--- src/rtl/kbd_disp_pkg.sv ---
package kbd_disp_pkg;

    parameter int DATA_W = 16;
    parameter int CHAR_W = 8;
    parameter int NUM_DEV_REGS = 4;

    parameter logic [DATA_W-1:0] IO_BASE     = 16'hFE00;
    parameter logic [DATA_W-1:0] ADDR_KSTAT  = 16'hFE00;
    parameter logic [DATA_W-1:0] ADDR_KDATA  = 16'hFE02;
    parameter logic [DATA_W-1:0] ADDR_DSTAT  = 16'hFE04;
    parameter logic [DATA_W-1:0] ADDR_DDATA  = 16'hFE06;

    localparam int FLAG_BIT = DATA_W - 1;
    localparam int PAD_W    = DATA_W - CHAR_W;

    typedef enum logic [2:0] {
        SEL_MEM   = 3'd0,
        SEL_KSTAT = 3'd1,
        SEL_KDATA = 3'd2,
        SEL_DSTAT = 3'd3,
        SEL_DDATA = 3'd4,
        SEL_ZERO  = 3'd5
    } rsel_e;

    typedef struct packed {
        logic                    mem_en;
        rsel_e                   sel;
        logic [NUM_DEV_REGS-1:0] ld;
    } dec_t;

endpackage

--- src/rtl/kbd_addr_decode.sv ---
module kbd_addr_decode
    import kbd_disp_pkg::*;
(
    input  logic              acc_en,
    input  logic              acc_wr,
    input  logic [DATA_W-1:0] addr,
    output dec_t              dec
);

    logic       io_hit;
    logic       reg_hit;
    logic [1:0] reg_idx;

    assign io_hit = (addr >= IO_BASE);

    always_comb begin
        reg_hit = 1'b1;
        reg_idx = 2'd0;
        case (addr)
            ADDR_KSTAT: reg_idx = 2'd0;
            ADDR_KDATA: reg_idx = 2'd1;
            ADDR_DSTAT: reg_idx = 2'd2;
            ADDR_DDATA: reg_idx = 2'd3;
            default:    reg_hit = 1'b0;
        endcase
    end

    always_comb begin
        dec        = '0;
        dec.sel    = SEL_MEM;
        if (acc_en) begin
            if (!io_hit) begin
                dec.mem_en = 1'b1;
            end else if (acc_wr) begin
                dec.sel = SEL_ZERO;
                if (reg_hit) begin
                    dec.ld[reg_idx] = 1'b1;
                end
            end else begin
                dec.sel = reg_hit ? rsel_e'(3'(reg_idx) + 3'd1) : SEL_ZERO;
            end
        end
    end

endmodule

--- src/rtl/kbd_in_port.sv ---
module kbd_in_port
    import kbd_disp_pkg::*;
(
    input  logic              clk,
    input  logic              rst_n,
    input  logic              key_strobe,
    input  logic [CHAR_W-1:0] key_char,
    input  logic              data_rd,
    output logic              rdy,
    output logic [CHAR_W-1:0] char_out
);

    typedef struct packed {
        logic              rdy;
        logic [CHAR_W-1:0] chr;
    } kst_t;

    kst_t st_d, st_q;

    always_comb begin
        st_d = st_q;
        if (data_rd) begin
            st_d.rdy = 1'b0;
        end
        if (key_strobe) begin
            st_d.rdy = 1'b1;
            st_d.chr = key_char;
        end
    end

    always_ff @(posedge clk) begin
        if (!rst_n) begin
            st_q <= '0;
        end else begin
            st_q <= st_d;
        end
    end

    assign rdy      = st_q.rdy;
    assign char_out = st_q.chr;

    AST_KRDY_SET: assert property (@(posedge clk) disable iff (!rst_n)
        key_strobe |=> rdy);
    AST_KRDY_CLR: assert property (@(posedge clk) disable iff (!rst_n)
        (data_rd && !key_strobe) |=> !rdy);
    AST_KCHAR_HOLD: assert property (@(posedge clk) disable iff (!rst_n)
        !key_strobe |=> $stable(char_out));

endmodule

--- src/rtl/disp_out_port.sv ---
module disp_out_port
    import kbd_disp_pkg::*;
(
    input  logic              clk,
    input  logic              rst_n,
    input  logic              ld,
    input  logic [CHAR_W-1:0] wchar,
    input  logic              done,
    output logic              rdy,
    output logic [CHAR_W-1:0] char_out,
    output logic              go
);

    typedef struct packed {
        logic              rdy;
        logic              go;
        logic [CHAR_W-1:0] chr;
    } dst_t;

    dst_t st_d, st_q;

    always_comb begin
        st_d    = st_q;
        st_d.go = ld;
        if (done) begin
            st_d.rdy = 1'b1;
        end
        if (ld) begin
            st_d.rdy = 1'b0;
            st_d.chr = wchar;
        end
    end

    always_ff @(posedge clk) begin
        if (!rst_n) begin
            st_q     <= '0;
            st_q.rdy <= 1'b1;
        end else begin
            st_q <= st_d;
        end
    end

    assign rdy      = st_q.rdy;
    assign go       = st_q.go;
    assign char_out = st_q.chr;

    AST_DRDY_CLR: assert property (@(posedge clk) disable iff (!rst_n)
        ld |=> !rdy);
    AST_DGO_PULSE: assert property (@(posedge clk) disable iff (!rst_n)
        ld |=> go);
    AST_DRDY_SET: assert property (@(posedge clk) disable iff (!rst_n)
        (done && !ld) |=> rdy);
    AST_DCHAR_HOLD: assert property (@(posedge clk) disable iff (!rst_n)
        !ld |=> $stable(char_out));

endmodule

--- src/rtl/kbd_disp_mmio.sv ---
module kbd_disp_mmio
    import kbd_disp_pkg::*;
(
    input  logic              clk,
    input  logic              rst_n,
    input  logic              acc_en,
    input  logic              acc_wr,
    input  logic [15:0]       addr,
    input  logic [15:0]       wdata,
    input  logic [15:0]       mem_rdata,
    output logic [15:0]       rdata,
    output logic              mem_en,
    output logic [2:0]        rd_sel,
    output logic [3:0]        ld_en,
    input  logic              key_strobe,
    input  logic [7:0]        key_char,
    input  logic              disp_done,
    output logic [7:0]        disp_char,
    output logic              disp_go
);

    dec_t              dec;
    logic              k_rdy;
    logic              d_rdy;
    logic [CHAR_W-1:0] k_char;
    logic              k_rd;

    kbd_addr_decode u_dec (
        .acc_en (acc_en),
        .acc_wr (acc_wr),
        .addr   (addr),
        .dec    (dec)
    );

    assign k_rd = (dec.sel == SEL_KDATA);

    kbd_in_port u_kin (
        .clk        (clk),
        .rst_n      (rst_n),
        .key_strobe (key_strobe),
        .key_char   (key_char),
        .data_rd    (k_rd),
        .rdy        (k_rdy),
        .char_out   (k_char)
    );

    disp_out_port u_dout (
        .clk      (clk),
        .rst_n    (rst_n),
        .ld       (dec.ld[3]),
        .wchar    (wdata[CHAR_W-1:0]),
        .done     (disp_done),
        .rdy      (d_rdy),
        .char_out (disp_char),
        .go       (disp_go)
    );

    always_comb begin
        rdata = '0;
        case (dec.sel)
            SEL_MEM:   rdata = mem_rdata;
            SEL_KSTAT: rdata[FLAG_BIT] = k_rdy;
            SEL_KDATA: rdata = {{PAD_W{1'b0}}, k_char};
            SEL_DSTAT: rdata[FLAG_BIT] = d_rdy;
            SEL_DDATA: rdata = {{PAD_W{1'b0}}, disp_char};
            default:   rdata = '0;
        endcase
    end

    assign mem_en = dec.mem_en;
    assign rd_sel = dec.sel;
    assign ld_en  = dec.ld;

    AST_IO_NO_MEM: assert property (@(posedge clk) disable iff (!rst_n)
        (acc_en && addr >= IO_BASE) |-> !mem_en);
    AST_IDLE_NO_MEM: assert property (@(posedge clk) disable iff (!rst_n)
        !acc_en |-> (!mem_en && ld_en == '0));
    AST_LD_ONEHOT: assert property (@(posedge clk) disable iff (!rst_n)
        $onehot0(ld_en));
    AST_LD_STORE_ONLY: assert property (@(posedge clk) disable iff (!rst_n)
        (ld_en != '0) |-> (acc_en && acc_wr && !mem_en));
    AST_STAT_LOW: assert property (@(posedge clk) disable iff (!rst_n)
        (rd_sel == SEL_KSTAT || rd_sel == SEL_DSTAT) |-> rdata[14:0] == '0);

endmodule

--- config.mk ---
export PLATFORM = sky130hd
export DESIGN_NAME = kbd_disp_mmio
export DESIGN_NICKNAME = d
export VERILOG_FILES = /design/src/rtl/kbd_disp_pkg.sv /design/src/rtl/kbd_addr_decode.sv /design/src/rtl/kbd_in_port.sv /design/src/rtl/disp_out_port.sv /design/src/rtl/kbd_disp_mmio.sv
export SDC_FILE = /design/constraint.sdc
export NUM_CORES = 1
export LEC_CHECK = 0
export ABC_CLOCK_PERIOD_IN_PS = 4100
export BUFFER_PORTS_ARGS = -buffer_cell sky130_fd_sc_hd__buf_2
export CAP_MARGIN = 20
export CORE_MARGIN = 10
export CORE_UTILIZATION = 30
export CTS_CLUSTER_SIZE = 16
export DETAILED_ROUTE_END_ITERATION = 7
export HOLD_SLACK_MARGIN = 0.06
export PLACE_DENSITY = 0.73
export SYNTH_ARGS = -nofsm -noshare
export SYNTH_HDL_FRONTEND = slang
export SYNTH_HIERARCHICAL = 1
export SYNTH_SLANG_ARGS = --single-unit
--- constraint.sdc ---
create_clock -name clk -period 4.1 [get_ports clk]
set_input_delay 0.82 -clock clk [delete_from_list [all_inputs] [get_ports clk]]
set_output_delay 0.82 -clock clk [all_outputs]
set_load 0.02 [all_outputs]
### Word level (Yosys, flattened, before mapping)

Cells that the tools add are included.

| storage, ports and cells | value |
|---|---|
| register bits after elaboration | 19 |
| input bits | 62 |
| output and inout bits | 33 |
| word-level logic and storage cells | 39 |

| cells by class | value |
|---|---|
| add/sub/neg operators | 1 |
| magnitude comparators | 3 |
| equal/unequal tests | 8 |
| multiplexer cells | 17 |
| reductions and logical operators | 5 |

Operators with widths:

| cell | count |
|---|---|
| $eq A16 B16 Y1 const B | 4 |
| $pmux W15 S3 | 1 |
| $ge A16 B16 Y1 const B | 1 |
| $mux W9 | 1 |
| $mux W4 | 2 |
| $mux W8 | 1 |
| $mux W7 | 1 |
| $eq A3 B2 Y1 const B | 2 |
| $mux W1 | 6 |
| $mux W3 | 2 |
| $pmux W2 S3 | 1 |
| $reduce_bool A2 Y1 | 2 |
| $reduce_or A4 Y1 | 1 |
| $add A2 B1 Y3 const B | 1 |
| $eq A3 B1 Y1 const B | 1 |
| $eq A3 B3 Y1 const B | 1 |
| $logic_not A3 Y1 | 1 |
| $lt A2 B3 Y1 const B | 1 |
| $pmux W1 S3 | 1 |
| $demux W1 S2 | 1 |
| $ge A2 B1 Y1 const B | 1 |
| $logic_and A1 B1 Y1 | 1 |

### Logic depth before layout (Yosys ltp)

Gate-level depths: netlist of the first run.

| depth | value |
|---|---|
| word-level depth | 13 |
| mapped depth | 10 |
| mapped depth without buffers | 9 |

### Hierarchy

The synthesis of the first run kept the hierarchy.

Modules (own cells, without submodules):

| module | instances | cells an instance | area each (um2) | seq. area each (um2) |
|---|---|---|---|---|
| kbd_disp_mmio | 1 | 49 | 415.4 | 0.0 |
| disp_out_port | 1 | 30 | 357.8 | 200.2 |
| kbd_in_port | 1 | 28 | 335.3 | 180.2 |
| kbd_addr_decode | 1 | 28 | 215.2 | 0.0 |

### Least setup slack after synthesis of the first run

No wires, ideal clock.

| path | value |
|---|---|
| kind | input to output |
| from | in addr[3] |
| to | out rdata[15] |
| arrival | 3.757 ns |
| required time | 3.280 ns |
| path slack | -0.477 ns |
| stages | 8 |
| buffers on the path | 1 |
| cells stage by stage | or4_4 nor4_2 and3_1 ha_1 nor4_1 buf_6 mux2i_1 a211oi_2 |

| between the ends | value |
|---|---|
| longest elaborated chain between the ends | 9 |
| elaborated cells on any way between the ends | 17 |
| those cells by class | add/sub: 1; order compare: 1; eq/ne: 6; mux: 7; reduce/logical: 2 |

Ends and longest elaborated chain:

| what | RTL line | RTL |
|---|---|---|
| start: declaration | kbd_disp_mmio.sv:8 | `input logic [15:0] addr,` |
| $eq A16 B16 Y1 | kbd_addr_decode.sv:19 | `case (addr)` |
| $pmux W2 S3 / $reduce_or A4 Y1 (equally long branches) | -- |  |
| $add A2 B1 Y3 / $mux W1 (equally long branches) | kbd_addr_decode.sv:40, kbd_addr_decode.sv:19 |  |
| $mux W3 | kbd_addr_decode.sv:40 | `dec.sel = reg_hit ? rsel_e'(3'(reg_idx) + 3'd1) : SEL_ZERO;` |
| $mux W3 | kbd_addr_decode.sv:34 | `end else if (acc_wr) begin` |
| $mux W7 * | kbd_addr_decode.sv:32 | `if (!io_hit) begin` |
| $mux W8 * | kbd_addr_decode.sv:31 | `if (acc_en) begin` |
| via rd_sel[1] | kbd_disp_mmio.sv:13 | `output logic [2:0] rd_sel,` |
| $eq A3 B2 Y1 (tied with other cells) | kbd_disp_mmio.sv:60 | `case (dec.sel)` |
| $pmux W1 S3 * | kbd_disp_mmio.sv:60 |  |
| end: declaration | kbd_disp_mmio.sv:11 | `output logic [15:0] rdata,` |

The timed path passes the listed nets; every way through them passes the cells marked *.

### Worst setup path after layout of the first run

| path | value |
|---|---|
| from | in addr[3] |
| to | out rdata[15] |

| between the ends | value |
|---|---|
| longest elaborated chain between the ends | 9 |
| elaborated cells on any way between the ends | 17 |
| those cells by class | add/sub: 1; order compare: 1; eq/ne: 6; mux: 7; reduce/logical: 2 |

Ends and longest elaborated chain:

| what | RTL line |
|---|---|
| $eq A16 B16 Y1 | kbd_addr_decode.sv:19 |
| $pmux W2 S3 / $reduce_or A4 Y1 (equally long branches) | -- |
| $add A2 B1 Y3 / $mux W1 (equally long branches) | kbd_addr_decode.sv:40, kbd_addr_decode.sv:19 |
| $mux W3 | kbd_addr_decode.sv:40 |
| $mux W3 | kbd_addr_decode.sv:34 |
| $mux W7 * | kbd_addr_decode.sv:32 |
| $mux W8 * | kbd_addr_decode.sv:31 |
| $eq A3 B2 Y1 (tied with other cells) | kbd_disp_mmio.sv:60 |
| $pmux W1 S3 * | kbd_disp_mmio.sv:60 |

Mark *: on every way between the ends. The rest lies on a longest branch, timed or not.

==> results of run 1 <==
-- area by class of cell --
class	instances	share of cell area, %
flip-flops and latches	19	19.77
clock buffers	4	2.341
inverters	1	0.1951
multi-input cells	109	47.27
well taps	52	3.381
repair buffers	95	27.05
-- how the worst min path moves through the flow --
| stage | end | cells past startpoint | slack, ns |
|---|---|---|---|
| after floorplan | u_dout/rdy$_SDFFE_PN1P_ | 2 | 0.48 |
| after global placement | u_kin/char_out[5]$_SDFFE_PN0P_ | 2 | 0.50 |
| after detailed placement | u_kin/char_out[6]$_SDFFE_PN0P_ | 2 | 0.51 |
| after CTS | u_kin/char_out[6]$_SDFFE_PN0P_ | 2 | 0.53 |
| after global routing | u_kin/char_out[6]$_SDFFE_PN0P_ | 2 | 0.55 |
| final | u_kin/char_out[1]$_SDFFE_PN0P_ | 2 | 0.53 |
-- cells in the mapped netlist (4+ instances only) --
master | number | area share (%)
dfxtp_1 | 19 | 29
nor2b_1 | 18 | 8.5
mux2i_1 | 17 | 13
and2_1 | 11 | 5.2
nand2_1 | 9 | 2.6
a21oi_2 | 8 | 5.3
mux2_4 | 8 | 9.1
nand3b_1 | 8 | 4.5
buf_6 | 5 | 4.3
ha_1 | 4 | 3.8
nand3_1 | 4 | 1.5
-- state kept, by name, indices dropped and copies added (netlist names) --
register,cells
u_kin/char_out,8
u_dout/go,1
u_dout/char_out,8
u_kin/rdy,1
u_dout/rdy,1
-- stage by stage --
stage	cells	setup slack, ns
floorplan	135	0.03712
global placement	275	0.05866
detailed placement	275	0.007325
CTS	279	0.06280
global route	280	-0.03273
finish	280	0.08433
-- critical path: cells and delay by family --
kind | cells | cell delay [ns]
simple gates | 4 | 1.33
buf+inv | 4 | 0.54
fa+ha+maj | 1 | 0.27
compound gates | 2 | 0.22
-- what timing repair did --
action,in CTS,in global routing
setup endpoints to repair,1,8
setup buffers,0,1
pin swaps,0,1
resized for setup,1,5
-- power groups by stage --
stage | Combinational [mW] | Clock (mW) | Sequential [mW]
floorplan | 0.0443 | 0 | 0.196
global placement | 0.0837 | 0 | 0.197
detailed placement | 0.0852 | 0 | 0.197
CTS | 0.0862 | 0.137 | 0.192
global route | 0.0938 | 0.148 | 0.193
finish | 0.0858 | 0.130 | 0.192
-- routing by layer --
metal	wire length (µm)	part of all wire (%)	GRT usage [%]
met2	2326	54	20.34
met5	0	0	0
met3	168	3.9	2.158
met1	1752	41	12.15
met4	47	1.1	3.535
-- logic make-up after synthesis --
logic type	after synthesis	synth area share (%)
simple gates	67	32.33
buf+inv	7	4.914
compound gates	13	8.317
flops	19	28.73
mux	25	21.93
fa+ha+maj	4	3.781
==> impl_results.md, run 1 <==
- Hold Vio Cnt, Final: 0
- Worst hold start: u_kin/char_out[1]$_SDFFE_PN0P_
- Register share of total power: between 40% and 50%
- Reg2reg setup slack: between 3 and 4 ns
- Slew margin rel.: between 70% and 80%
- H-tree depth: 1
- Maxcap violations: 0
- Clock Skews: 0 ns
- Clk Latency, worst-skew pair: approximately 0.25 ns
- Routed wire length: around 4300 µm
- Die area: ~7500 µm²
- Fin area: 1924 µm²
- Crit path launch: addr[3]
- Area of the mapped netlist: about 1300 µm²
- Commonest non-fill, non-tap cell in the layout: buf_2
- Fmax: between 0.2 and 0.25 GHz
- Tcrit/Tclk final: 97.94%
- Share of cells above drive strength 1: between 50 and 60%
- Number of global-route vias before repair: ~1.4k
- Mapped Cells: 135
- Diodes inserted: 0
- Global-route wire length before repair: 6734 µm
- Post-DP HPWL: approximately 3600 µm
- Worst R2R Path Depth: 2
- DIE HEIGHT: slightly below 90 µm
- Max incr delay on CP: roughly 0.56 ns
- Hold Buf Count CTS: 0
- Asr flop ratio synth: 0%
- Final global-route overflow total: 0
- Via count: ~1.3k
- Most frequent cells in the layout: 85 x buf_2, 19 x dfxtp_1, 18 x nor2b_1
- Pin count of the biggest net entering global routing: 20
- Total power: between 0.4 and 0.5 mW
- PortBufs: between 80 and 90
- Initial DRC Count: 49
- WHS: between 0.5 and 0.6 ns
- Register area share after synthesis: around 29%
- Die width: 86.43 µm
- Synthesized Nets: 201
- NumNets Final: 295
- VDD IR max: around 0.0001 V
- Critical Path Sink Type: primary output
- #FFs+latches synth: 19
- Comb power frac: roughly a fifth
- Outcome: complete, no violations
- Slowest CP cell: or4_4
- Pwr Density: roughly 210 nW/µm²
- Vias per cell: between 4 and 5
- Critical path destination: rdata[15]
- Worst EP arrival: between 3 and 4 ns
- GRT Util Overall: 10.99%
- Multi-input gate area: roughly 910 µm²
- Net Sw Frac: roughly 26%
- Register area: ~380 µm²
- Num rows: 24
- TritonCTS clock tree: built
- # fillers: 459
- Root buf cell: clkbuf_8
- Clock slew at reported path FFs: approximately 0.070 ns
- CTS sink count: 19
- Syn Area/Cell: ~9.8 µm²
- Prevailing post-synth register cell: dfxtp_1
- CP Cell Sequence: buf_2, or4_4, nor4_4, and3_1, ha_1, nor4_4, buf_12, inv_2, a21oi_1, a211oi_2, buf_2
- Switching power of the nets: roughly 0.11 mW
- FF-to-FF Start: u_kin/rdy$_SDFFE_PN0P_
- Routed Antenna Nets: 0
- EDFF count, synth: 0
- Kind of critical path: input port to primary output
- Lkg Pwr: between 0.9 and 1 nW
- P_int: just over 0.3 mW
- P&R area growth vs syn: 45.37%
- RD Place Congestion: a little under 0.9
- Clock share of power: a little under a third
- Final core occ: between 40% and 50%
- Critical path peak fanout: 12
- I/O Pins: 95
- HP Class: flop to flop
- DR pass1 iterations: 4
- Initial antenna violation count: 0
- Total CTS buffers: 3
- Critical path launch point type: input port
- Slew @ Worst Pin: between 0.3 and 0.4 ns
- Required time worst endpoint: between 3 and 4 ns
- Post-synth cell types: 28
- Setup violators final: 0
- Ys Warns: 6
- Starting density of the core: a little under a third
- CORE AREA: 4324 µm²
- Per-cell routed wire length: ~15 µm
- TNS Setup: 0 ns
- Clk buf depth: 2
- Minimum clock period after layout: ~4.0 ns
- Placed cell areas: between 1500 and 2000 µm²
- Unrepaired setup endpoints after global routing: yes
- Slew Viols, Final: 0
- DRC: 0
- Crit Reg-Reg Endpoint: u_kin/rdy$_SDFFE_PN0P_
(Power assumes the default switching activity.)
==> run 2, diff against run 1 <==
--- a/config.mk
+++ b/config.mk
@@ -9,11 +9,11 @@
 export BUFFER_PORTS_ARGS = -buffer_cell sky130_fd_sc_hd__buf_2
 export CAP_MARGIN = 20
 export CORE_MARGIN = 10
-export CORE_UTILIZATION = 30
+export CORE_UTILIZATION = 35
 export CTS_CLUSTER_SIZE = 16
 export DETAILED_ROUTE_END_ITERATION = 7
 export HOLD_SLACK_MARGIN = 0.06
-export PLACE_DENSITY = 0.73
+export PLACE_DENSITY = 0.7
 export SYNTH_ARGS = -nofsm -noshare
 export SYNTH_HDL_FRONTEND = slang
 export SYNTH_HIERARCHICAL = 1
==> run 2 against run 1 <==
  * Critical path type unchanged
  * Setup slack lost 0.039 ns
  * Clock power about the same
  * Register-to-register slack is essentially flat
  * Final area is 6.6% higher
  * Maximum frequency down 0.97%
  * Clock skew did not move
  * Wire length increased by 0.30%
  * Global-route usage grew 0.52 points
  * Core utilization is 12 points higher
  * Flip-flop and latch count stayed put
  * Die area down 11%
==> impl_results.md, run 2 (synthesized netlist as in run 1, its figures left out) <==
- Pwr Density: 200.5 nW/µm² (was 212.4 nW/µm²)
- Most frequent cells in the layout: 80 x buf_2, 19 x dfxtp_1, 18 x nor2b_1 (was 85 x buf_2, 19 x dfxtp_1, 18 x nor2b_1)
- NumNets Final: 302 (was 295)
- # fillers: 360 (was 459)
- CORE AREA: 3661 µm² (was 4324 µm²)
- Pin count of the biggest net entering global routing: 20 (unchanged)
- Number of global-route vias before repair: 1394 (was 1373)
- P&R area growth vs syn: 54.92% (was 45.37%)
- Slew @ Worst Pin: 0.4516 ns (was 0.3905 ns)
- Hold Vio Cnt, Final: 0 (unchanged)
- Vias per cell: 4.724 (was 4.593)
- RD Place Congestion: 0.8160 (was 0.8718)
- Fin area: 2051 µm² (was 1924 µm²)
- CTS sink count: 19 (unchanged)
- Register area: 380.4 µm² (unchanged)
- Placed cell areas: 1848 µm² (was 1846 µm²)
- I/O Pins: 95 (unchanged)
- HP Class: flop to flop (unchanged)
- TritonCTS clock tree: built (unchanged)
- Post-DP HPWL: 3437 µm (was 3573 µm)
- Clk buf depth: 2 (unchanged)
- Diodes inserted: 0 (unchanged)
- Total CTS buffers: 3 (unchanged)
- Routed wire length: 4307 µm (was 4294 µm)
- VDD IR max: 0.0001750 V (was 0.0001013 V)
- Slew margin rel.: 69.78% (was 73.72%)
- Slew Viols, Final: 0 (unchanged)
- Outcome: complete, no violations (unchanged)
- Fmax: 0.2466 GHz (was 0.2490 GHz)
- Lkg Pwr: 0.9660 nW (was 0.9233 nW)
- Routed Antenna Nets: 0 (unchanged)
- Reg2reg setup slack: 3.41 ns (about the same)
- Worst EP arrival: 3.23 ns (was 3.20 ns)
- Per-cell routed wire length: 15.22 µm (was 15.34 µm)
- Tcrit/Tclk final: 98.90% (was 97.94%)
- DIE HEIGHT: 81.50 µm (was 86.43 µm)
- Clk Latency, worst-skew pair: 0.25 ns (about the same)
- Kind of critical path: input port to primary output (unchanged)
- Initial DRC Count: 27 (was 49)
- Minimum clock period after layout: 4.055 ns (was 4.016 ns)
- Clock slew at reported path FFs: 0.07 ns (about the same)
- PortBufs: 86 (unchanged)
- Unrepaired setup endpoints after global routing: yes (unchanged)
- Hold Buf Count CTS: 0 (unchanged)
- Die width: 81.50 µm (was 86.43 µm)
- Critical path peak fanout: 5 (was 12)
- Multi-input gate area: 957.2 µm² (was 909.6 µm²)
- Share of cells above drive strength 1: 58.30% (was 54.39%)
- Maxcap violations: 0 (unchanged)
- WHS: 0.5106 ns (was 0.5281 ns)
- Initial antenna violation count: 0 (unchanged)
- Clock Skews: 0 ns (unchanged)
- Root buf cell: clkbuf_8 (unchanged)
- GRT Util Overall: 11.52% (was 10.99%)
- Required time worst endpoint: 3.28 ns (about the same)
- Pre-CTS setup slack: -0.01815 ns (was 0.007325 ns)
- DRC: 0 (unchanged)
- Critical path launch point type: input port (unchanged)
- Total power: 0.4111 mW (was 0.4087 mW)
- H-tree depth: 1 (unchanged)
- Via count: 1337 (was 1286)
- TNS Setup: 0 ns (unchanged)
- Final global-route overflow total: 0 (unchanged)
- Starting density of the core: 36.16% (was 30.61%)
- Die area: 6642 µm² (was 7469 µm²)
- Setup ws final: 0.04510 ns (was 0.08433 ns)
- Critical Path Sink Type: primary output (unchanged)
- Num rows: 22 (was 24)
- Setup violators final: 0 (unchanged)
- DR pass1 iterations: 4 (unchanged)
- Commonest non-fill, non-tap cell in the layout: buf_2 (unchanged)
- Global-route wire length before repair: 6147 µm (was 6734 µm)
## run 2: power breakdown
| part | leakage (nW) | internal [mW] | switching, mW |
|---|---|---|---|
| Combinational | 0.786 | 0.0482 | 0.0419 |
| Sequential | 0.155 | 0.190 | 0.00281 |
| Clock | 0.0255 | 0.0674 | 0.0610 |
| Total | 0.966 | 0.305 | 0.106 |
## run 2: worst paths after layout
check                     startpoint  cells past startpoint                       to
min reg2reg  u_dout/rdy$_SDFFE_PN1P_                      2  u_dout/rdy$_SDFFE_PN1P_
max                          addr[7]                     11                rdata[15]
min          u_dout/rdy$_SDFFE_PN1P_                      2  u_dout/rdy$_SDFFE_PN1P_
max reg2reg   u_kin/rdy$_SDFFE_PN0P_                      2   u_kin/rdy$_SDFFE_PN0P_
## run 2: cell type report
class                   count  share of cell area [%]
clock inverters             1                  0.2441
well taps                  48                   2.929
inverters                   1                  0.3051
clock buffers               3                   2.013
multi-input cells         109                   46.67
repair buffers            102                   29.29
flip-flops and latches     19                   18.55
## run 2: metal layers
layer	GRT usage, %	part of all wire, %
met1	11.13	39
met2	22.04	51
met3	4.585	9.5
met4	3.114	0.72
met5	0	0
## run 2: worst max-delay path: stages
cell	delay, ns
buf_6	0.09
or4_4	0.55
nor4_4	0.36
buf_4	0.18
nand3_4	0.08
ha_4	0.27
nor4_4	0.23
buf_6	0.18
mux2i_1	0.21
a211oi_2	0.09
buf_4	0.16
## run 2: what timing repair did
| action | CTS | global route |
|---|---|---|
| cloned | 0 | 1 |
| setup buffers | 0 | 6 |
| pin swaps | 0 | 8 |
| gates resized for setup | 1 | 23 |
| setup endpoints to repair | 2 | 9 |
## run 2: stage by stage
step | cells | utilization [%]
finish | 283 | 56.02
global route | 283 | 56.02
CTS | 276 | 51.98
detailed placement | 272 | 50.48
global placement | 272 | 50.48
floorplan | 135 | -
